==> src/rtl/irq_dispatch_pkg.sv <==
package irq_dispatch_pkg;
  // strobes from the control unit to the pin bank
  typedef struct packed {
    logic loadSlot;   // capture the selected pin into the message slot
    logic takeSlot;   // downstream accepted the slot
    logic takeHit;    // accepted and reached a destination
    logic delayFire;  // storm delay expired this cycle
  } ctlStrb_t;
endpackage

==> src/rtl/irq_pin_bank.sv <==
module irq_pin_bank
  import irq_dispatch_pkg::*;
#(
  parameter int NUM_PINS    = 8,
  parameter int VEC_W       = 8,
  parameter int DEST_W      = 8,
  parameter int DMODE_W     = 3,
  parameter int STORM_LIMIT = 10000,
  parameter int PIN_W       = 3
) (
  input  logic                        clk,
  input  logic                        rstN,
  input  logic [NUM_PINS-1:0]         pinLevel,
  input  logic [NUM_PINS*VEC_W-1:0]   cfgVector,
  input  logic [NUM_PINS*DEST_W-1:0]  cfgDest,
  input  logic [NUM_PINS*DMODE_W-1:0] cfgDelMode,
  input  logic [NUM_PINS-1:0]         cfgLevel,
  input  logic [NUM_PINS-1:0]         cfgMask,
  input  logic [NUM_PINS-1:0]         cfgWrite,
  input  logic                        eoiValid,
  input  logic [VEC_W-1:0]            eoiVector,
  input  logic                        msgReady,
  input  ctlStrb_t                    strb,
  input  logic [PIN_W-1:0]            selPin,
  input  logic                        slotValid,
  output logic [NUM_PINS-1:0]         eligible,
  output logic                        stormReq,
  output logic [PIN_W-1:0]            msgPin,
  output logic [VEC_W-1:0]            msgVector,
  output logic [DEST_W-1:0]           msgDest,
  output logic [DMODE_W-1:0]          msgDelMode,
  output logic                        msgLevel
);
  localparam int CNT_W = $clog2(STORM_LIMIT + 1);

  logic [NUM_PINS-1:0] irrVec;
  logic [NUM_PINS-1:0] remoteVec;
  logic [NUM_PINS-1:0] stormHit;

  for (genvar gi = 0; gi < NUM_PINS; gi++) begin : g_pin
    logic             irr;
    logic             remoteIrr;
    logic             pend;
    logic [CNT_W-1:0] stormCnt;
    logic             eoiMatch;
    logic             live;
    logic             rise;
    logic             loadMine;
    logic             takeMine;
    logic             pendNext;
    logic             remoteNext;
    logic [CNT_W-1:0] cntNext;

    always_comb begin
      eoiMatch = eoiValid && cfgLevel[gi] &&
                 (cfgVector[gi*VEC_W +: VEC_W] == eoiVector);
      live     = irr && !cfgMask[gi];
      rise     = pinLevel[gi] && !irr;
      loadMine = strb.loadSlot && (selPin == PIN_W'(gi));
      takeMine = strb.takeHit && msgLevel && (msgPin == PIN_W'(gi));
      stormHit[gi] = eoiMatch && live && (stormCnt == CNT_W'(STORM_LIMIT - 1));

      pendNext   = pend;
      remoteNext = remoteIrr;
      cntNext    = stormCnt;
      if (loadMine) pendNext = 1'b0;
      if (takeMine) remoteNext = 1'b1;
      if (rise && !cfgMask[gi] && (!cfgLevel[gi] || !remoteIrr)) pendNext = 1'b1;
      if (cfgWrite[gi]) begin
        remoteNext = 1'b0;
        if (cfgLevel[gi] && live) pendNext = 1'b1;
      end
      if (eoiMatch) begin
        remoteNext = 1'b0;
        if (live) begin
          if (stormHit[gi]) cntNext = '0;
          else begin
            cntNext  = stormCnt + CNT_W'(1);
            pendNext = 1'b1;
          end
        end else begin
          cntNext = '0;
        end
      end
      if (strb.delayFire && cfgLevel[gi] && live && !remoteIrr) pendNext = 1'b1;
      if (cfgLevel[gi] && !pinLevel[gi]) pendNext = 1'b0;
      if (cfgMask[gi]) pendNext = 1'b0;
    end

    always_ff @(posedge clk) begin
      if (!rstN) begin
        irr       <= 1'b0;
        remoteIrr <= 1'b0;
        pend      <= 1'b0;
        stormCnt  <= '0;
      end else begin
        irr       <= pinLevel[gi];
        remoteIrr <= remoteNext;
        pend      <= pendNext;
        stormCnt  <= cntNext;
      end
    end

    assign eligible[gi] = pend && !cfgMask[gi] &&
                          !(cfgLevel[gi] && remoteIrr) &&
                          !(slotValid && msgPin == PIN_W'(gi));
    assign irrVec[gi]    = irr;
    assign remoteVec[gi] = remoteIrr;

    AST_EOI_CLEARS_REMOTE: assert property (@(posedge clk) disable iff (!rstN)
      (eoiMatch && !takeMine) |=> !remoteIrr);

    AST_HIT_SETS_REMOTE: assert property (@(posedge clk) disable iff (!rstN)
      (takeMine && !eoiMatch && !cfgWrite[gi]) |=> remoteIrr);
  end

  assign stormReq = |stormHit;

  always_ff @(posedge clk) begin
    if (!rstN) begin
      msgPin     <= '0;
      msgVector  <= '0;
      msgDest    <= '0;
      msgDelMode <= '0;
      msgLevel   <= 1'b0;
    end else if (strb.loadSlot) begin
      msgPin     <= selPin;
      msgVector  <= cfgVector[selPin*VEC_W +: VEC_W];
      msgDest    <= cfgDest[selPin*DEST_W +: DEST_W];
      msgDelMode <= cfgDelMode[selPin*DMODE_W +: DMODE_W];
      msgLevel   <= cfgLevel[selPin];
    end
  end

  AST_HOLD_MSG: assert property (@(posedge clk) disable iff (!rstN)
    (slotValid && !msgReady) |=> (slotValid && $stable(msgPin) && $stable(msgVector)));

  AST_LOAD_UNMASKED: assert property (@(posedge clk) disable iff (!rstN)
    strb.loadSlot |-> !cfgMask[selPin]);

  AST_LEVEL_LOAD_FREE: assert property (@(posedge clk) disable iff (!rstN)
    (strb.loadSlot && cfgLevel[selPin]) |-> (irrVec[selPin] || pinLevel[selPin] || !remoteVec[selPin]));
endmodule

==> src/rtl/irq_deliver_ctl.sv <==
module irq_deliver_ctl
  import irq_dispatch_pkg::*;
#(
  parameter int NUM_PINS     = 8,
  parameter int DELAY_CYCLES = 1000000,
  parameter int PIN_W        = 3
) (
  input  logic                clk,
  input  logic                rstN,
  input  logic [NUM_PINS-1:0] eligible,
  input  logic                stormReq,
  input  logic                msgReady,
  input  logic                msgHit,
  output ctlStrb_t            strb,
  output logic [PIN_W-1:0]    selPin,
  output logic                slotValid
);
  localparam int DCNT_W = $clog2(DELAY_CYCLES + 1);

  logic              timerRun;
  logic [DCNT_W-1:0] timerCnt;

  // lowest index wins
  always_comb begin
    selPin = '0;
    for (int i = NUM_PINS - 1; i >= 0; i--) begin
      if (eligible[i]) selPin = PIN_W'(i);
    end
  end

  always_comb begin
    strb.loadSlot  = !slotValid && (|eligible);
    strb.takeSlot  = slotValid && msgReady;
    strb.takeHit   = slotValid && msgReady && msgHit;
    strb.delayFire = timerRun && (timerCnt == '0);
  end

  always_ff @(posedge clk) begin
    if (!rstN) begin
      slotValid <= 1'b0;
    end else if (strb.takeSlot) begin
      slotValid <= 1'b0;
    end else if (strb.loadSlot) begin
      slotValid <= 1'b1;
    end
  end

  always_ff @(posedge clk) begin
    if (!rstN) begin
      timerRun <= 1'b0;
      timerCnt <= '0;
    end else if (timerRun) begin
      if (timerCnt == '0) timerRun <= 1'b0;
      else                timerCnt <= timerCnt - DCNT_W'(1);
    end else if (stormReq) begin
      timerRun <= 1'b1;
      timerCnt <= DCNT_W'(DELAY_CYCLES - 1);
    end
  end

  AST_TIMER_ARMS: assert property (@(posedge clk) disable iff (!rstN)
    (stormReq && !timerRun) |=> timerRun);

  AST_FIRE_ENDS_RUN: assert property (@(posedge clk) disable iff (!rstN)
    strb.delayFire |=> !timerRun);
endmodule

==> src/rtl/irq_pin_dispatch.sv <==
module irq_pin_dispatch
  import irq_dispatch_pkg::*;
#(
  parameter int NUM_PINS     = 8,
  parameter int VEC_W        = 8,
  parameter int DEST_W       = 8,
  parameter int DMODE_W      = 3,
  parameter int STORM_LIMIT  = 10000,
  parameter int DELAY_CYCLES = 1000000,
  localparam int PIN_W       = (NUM_PINS > 1) ? $clog2(NUM_PINS) : 1
) (
  input  logic                        clk,
  input  logic                        rstN,
  input  logic [NUM_PINS-1:0]         pinLevel,
  input  logic [NUM_PINS*VEC_W-1:0]   cfgVector,
  input  logic [NUM_PINS*DEST_W-1:0]  cfgDest,
  input  logic [NUM_PINS*DMODE_W-1:0] cfgDelMode,
  input  logic [NUM_PINS-1:0]         cfgLevel,
  input  logic [NUM_PINS-1:0]         cfgMask,
  input  logic [NUM_PINS-1:0]         cfgWrite,
  input  logic                        eoiValid,
  input  logic [VEC_W-1:0]            eoiVector,
  output logic                        msgValid,
  input  logic                        msgReady,
  input  logic                        msgHit,
  output logic [PIN_W-1:0]            msgPin,
  output logic [VEC_W-1:0]            msgVector,
  output logic [DEST_W-1:0]           msgDest,
  output logic [DMODE_W-1:0]          msgDelMode,
  output logic                        msgLevel
);
  ctlStrb_t            strb;
  logic [PIN_W-1:0]    selPin;
  logic [NUM_PINS-1:0] eligible;
  logic                stormReq;
  logic                slotValid;

  irq_pin_bank #(
    .NUM_PINS(NUM_PINS), .VEC_W(VEC_W), .DEST_W(DEST_W),
    .DMODE_W(DMODE_W), .STORM_LIMIT(STORM_LIMIT), .PIN_W(PIN_W)
  ) i_bank (
    .clk(clk), .rstN(rstN), .pinLevel(pinLevel),
    .cfgVector(cfgVector), .cfgDest(cfgDest), .cfgDelMode(cfgDelMode),
    .cfgLevel(cfgLevel), .cfgMask(cfgMask), .cfgWrite(cfgWrite),
    .eoiValid(eoiValid), .eoiVector(eoiVector), .msgReady(msgReady),
    .strb(strb), .selPin(selPin), .slotValid(slotValid),
    .eligible(eligible), .stormReq(stormReq),
    .msgPin(msgPin), .msgVector(msgVector), .msgDest(msgDest),
    .msgDelMode(msgDelMode), .msgLevel(msgLevel)
  );

  irq_deliver_ctl #(
    .NUM_PINS(NUM_PINS), .DELAY_CYCLES(DELAY_CYCLES), .PIN_W(PIN_W)
  ) i_ctl (
    .clk(clk), .rstN(rstN), .eligible(eligible), .stormReq(stormReq),
    .msgReady(msgReady), .msgHit(msgHit),
    .strb(strb), .selPin(selPin), .slotValid(slotValid)
  );

  assign msgValid = slotValid;
endmodule

==> config.mk <==
export PLATFORM = sky130hd
export DESIGN_NAME = irq_pin_dispatch
export DESIGN_NICKNAME = d
export VERILOG_FILES = /design/src/rtl/irq_dispatch_pkg.sv /design/src/rtl/irq_pin_bank.sv /design/src/rtl/irq_deliver_ctl.sv /design/src/rtl/irq_pin_dispatch.sv
export SDC_FILE = /design/constraint.sdc
export NUM_CORES = 1
export LEC_CHECK = 0
export BUFFER_PORTS_ARGS = -buffer_cell sky130_fd_sc_hd__clkbuf_2
export CAP_MARGIN = 5
export CORE_MARGIN = 3
export CORE_UTILIZATION = 61
export DETAILED_ROUTE_END_ITERATION = 6
export PLACE_DENSITY = 0.87
export SLEW_MARGIN = 10
export SYNTH_ARGS = -nofsm -noshare
export SYNTH_HDL_FRONTEND = slang
export SYNTH_SLANG_ARGS = --single-unit
==> constraint.sdc <==
create_clock -name clk -period 5 [get_ports clk]
set_clock_uncertainty 0.2 [all_clocks]
set_input_delay 0.25 -clock clk [delete_from_list [all_inputs] [get_ports clk]]
set_output_delay 0.25 -clock clk [all_outputs]
set_load 0.005 [all_outputs]
==> impl_metrics.ini <==
[status]
status = complete, but fails checks
violations = design-rule violations

[global_routing]
grt_use_total = 0.377
grt_pass1_wl_um = 62200
grt_pass1_vias = 12300
antenna_found_initial = 0
grt_max_degree = 86
grt-ovfl-total = 0

[cells_and_area]
drive_above_1_share = 0.188
seq_area_um2 = 3620
fillCellCount = 1323
final_common_cell = clkbuf_2
area_growth_pct = 20.4
nets = 1915
mostFrequentLayoutCells = clkbuf_2, dfxtp_1, nor2_1
final_area_um2 = 13700
diodes = 0
multi_input_area_um2 = 7290
instances_no_fill = 1951

[sta]
slew_headroom = 0.310
hold_viol_final = 0
maxSlewViolCount = 0
rsz0062_at_grt = no
period_share = 0.947
tightest_slew_ns = 1.03
fin_crit_ns = 4.73
finalSetupViolations = 0
hold_slack_ns = 0.0398
final.setup.tns_ns = 0
timing.fmax_mhz = 211

[clock_network]
cts-buffers-inserted = 17
htree_levels = 4
clkSlewWorstSetupHoldPaths_ns = 0.07
cts_root_buf = clkbuf_16
clock_sinks = 181
clk_latency_ns = 0.44
cts_setup_buffers = 0
cts_tree = yes
clock_path_buffers = 2

[critical_path]
end_kind = flip-flop
critPathLaunchType = flip-flop
worstPathCellList = nand2_1 -> a2111oi_0 -> nor2_1 -> o21ai_1 -> nand2_1 -> nor2_1 -> a221oi_1 -> o22ai_1 -> dlygate4sd3_1
slowest_delay_ns = 0.72
cp_slowest_cell = dfxtp_1
critPathMaxFanout = 23
path_class = reg2reg
critPathArrivalTime_ns = 4.90
cp.required_ns = 5.17

[routing]
num_vias = 12900
post_drt_via_cell_ratio = 6.60
post-route-drc-count = 1
ant_nets = 0
wl_per_cell_um = 20.0
wirelength_um = 39100
drt_pass1_iterations = 7
drtIter0Drc = 1489

[place]
gp_congestion = 1.02
placed_area_um2 = 12500
dp_cells = 1859
dp_hpwl_um = 28100
port_buffers = 220

[yosys]
synth_seq_cells = 181
ys.flop_type = dfxtp_1
synth_cell_types = 86
synth_warnings = 0
synth-async-reset-ratio = 0
syn_nets = 1684
syn_inst = 1478
synth_area_leader_cell = dfxtp_1
synthTopCellsByArea = dfxtp_1, a21oi_1, nor2_1
synth_edf_count = 0
synthesis.area_um2 = 11400
synth_seq_area_share = 0.318
synth.avg_cell_area_um2 = 7.71
yosysTopAreaCellShare = 0.318

[pwr]
internal_power_w = 0.00244
pwr-share-clk = 0.409
ir_worst_vdd_mv = 0.249
netSwitchingFraction = 0.269
p_comb_frac = 0.148
p_seq_frac = 0.444
p_sw_w = 0.000898
leakage_nw = 5.41
powerDensity_nw_per_um2 = 243

[die]
start_util = 0.628
rows = 49
core_area_um2 = 18100
die_area_um2 = 20400
die_h_um = 143
io_pins = 221
die_w_um = 143

[flow_run]
cap_violations = 0

[worst_hold_path]
worstHoldPathType = in2reg
==> per-layer routing <==
layer,track usage,vias to the layer above,wire length (µm)
met5,0,-,0
met4,0.196,0,2220
met3,0.0740,152,3750
met2,0.620,739,18100
met1,0.470,6021,14900
li1,-,5958,-
==> sequential cells by signal, summed over array words and instances, names as in the netlist <==
register,cells
i_bank.msgVector,8
i_ctl.slotValid,1
i_bank.g_pin.stormCnt,112
i_bank.msgDelMode,3
i_ctl.timerRun,1
i_bank.msgLevel,1
i_bank.g_pin.pend,8
i_bank.msgPin,3
i_bank.g_pin.irr,8
i_bank.msgDest,8
i_bank.g_pin.remoteIrr,8
i_ctl.timerCnt,20
==> synth_stat cells, types with 5 or more instances <==
master and n:
buf_4 10, nor4_1 23, and3_1 46, o211ai_1 13
o21ai_0 106, nand4b_1 5, nor4b_1 5, mux2i_1 29
o22ai_1 33, or4_1 10, a22o_1 7, buf_2 14
and2_1 9, inv_1 36, or3b_2 7, or2_2 7
a211oi_1 16, a31oi_1 26, xnor2_1 21, nand3b_1 29
a21o_1 21, a21oi_1 117, nand2_1 100, nand3_1 70
a221oi_1 9, ha_1 9, nor3b_1 7, mux2_2 26
xor2_1 45, nor2_1 151, a311oi_1 9, dfxtp_1 181
nand4_1 15, o21ai_1 6, o21a_1 7, clkbuf_1 54
o31ai_1 6, nor3_1 45, nand2b_1 15, a22oi_1 8
nor2b_1 17, or3_1 38
==> cells by family after synthesis <==
group | count (synthesis) | share of synthesized area
fa+ha+maj | 9 | 0.00988
compound gates | 438 | 0.246
xor+xnor | 66 | 0.0507
flops | 181 | 0.318
mux | 55 | 0.0512
buf+inv | 117 | 0.0435
simple gates | 612 | 0.281
==> repair_timing <==
item / CTS / global route
gates resized for setup: 0 / 0
hold buffers: 60 / 0
hold endpoints to repair: 40 / 0
==> worst paths after layout <==
path | startpoint | end | slack, ns | cells past startpoint
worst min register to register | i_ctl.timerCnt[18] | i_ctl.timerCnt[18] | 0.28 | 2
worst max register to register | i_ctl.slotValid | i_bank.msgVector[6] | 0.27 | 9
worst max-delay path | i_ctl.slotValid | i_bank.msgVector[6] | 0.27 | 9
worst min-delay path | cfgVector[42] | i_bank.msgVector[2] | 0.04 | 3
==> power groups by stage <==
stage | clock, W | combinational (W) | sequential (W)
6_report | 0.00136 | 0.000492 | 0.00148
5_1_grt | 0.00142 | 0.000517 | 0.00148
2_1_floorplan | 0 | 0.000247 | 0.00150
3_5_place_dp | 0 | 0.000433 | 0.00151
3_3_place_gp | 0 | 0.000426 | 0.00151
4_1_cts | 0.00136 | 0.000471 | 0.00148
==> critical path, delay by kind of cell, from the launching register on <==
family | cells | cell delay, ns
flops | 1 | 0.72
buf+inv | 1 | 0.59
simple gates | 4 | 1.72
compound gates | 4 | 1.45
==> layout make-up <==
cell class,count,share of cell area
Multi-Input combinational cell,1180,0.532
Tap cell,229,0.0209
Inverter,38,0.0106
Timing Repair Buffer,291,0.130
Clock buffer,21,0.0336
Clock inverter,11,0.00903
Sequential cell,181,0.264
==> metrics by stage <==
step,util,setup WS (ns),power [W]
finish,0.756,0.265,0.00333
global route,0.756,0.101,0.00342
CTS,0.756,0.562,0.00331
detailed placement,0.691,1.13,0.00194
global placement,0.691,1.33,0.00194
floorplan,-,2.19,0.00175
Power figures use the tool's default switching activity.
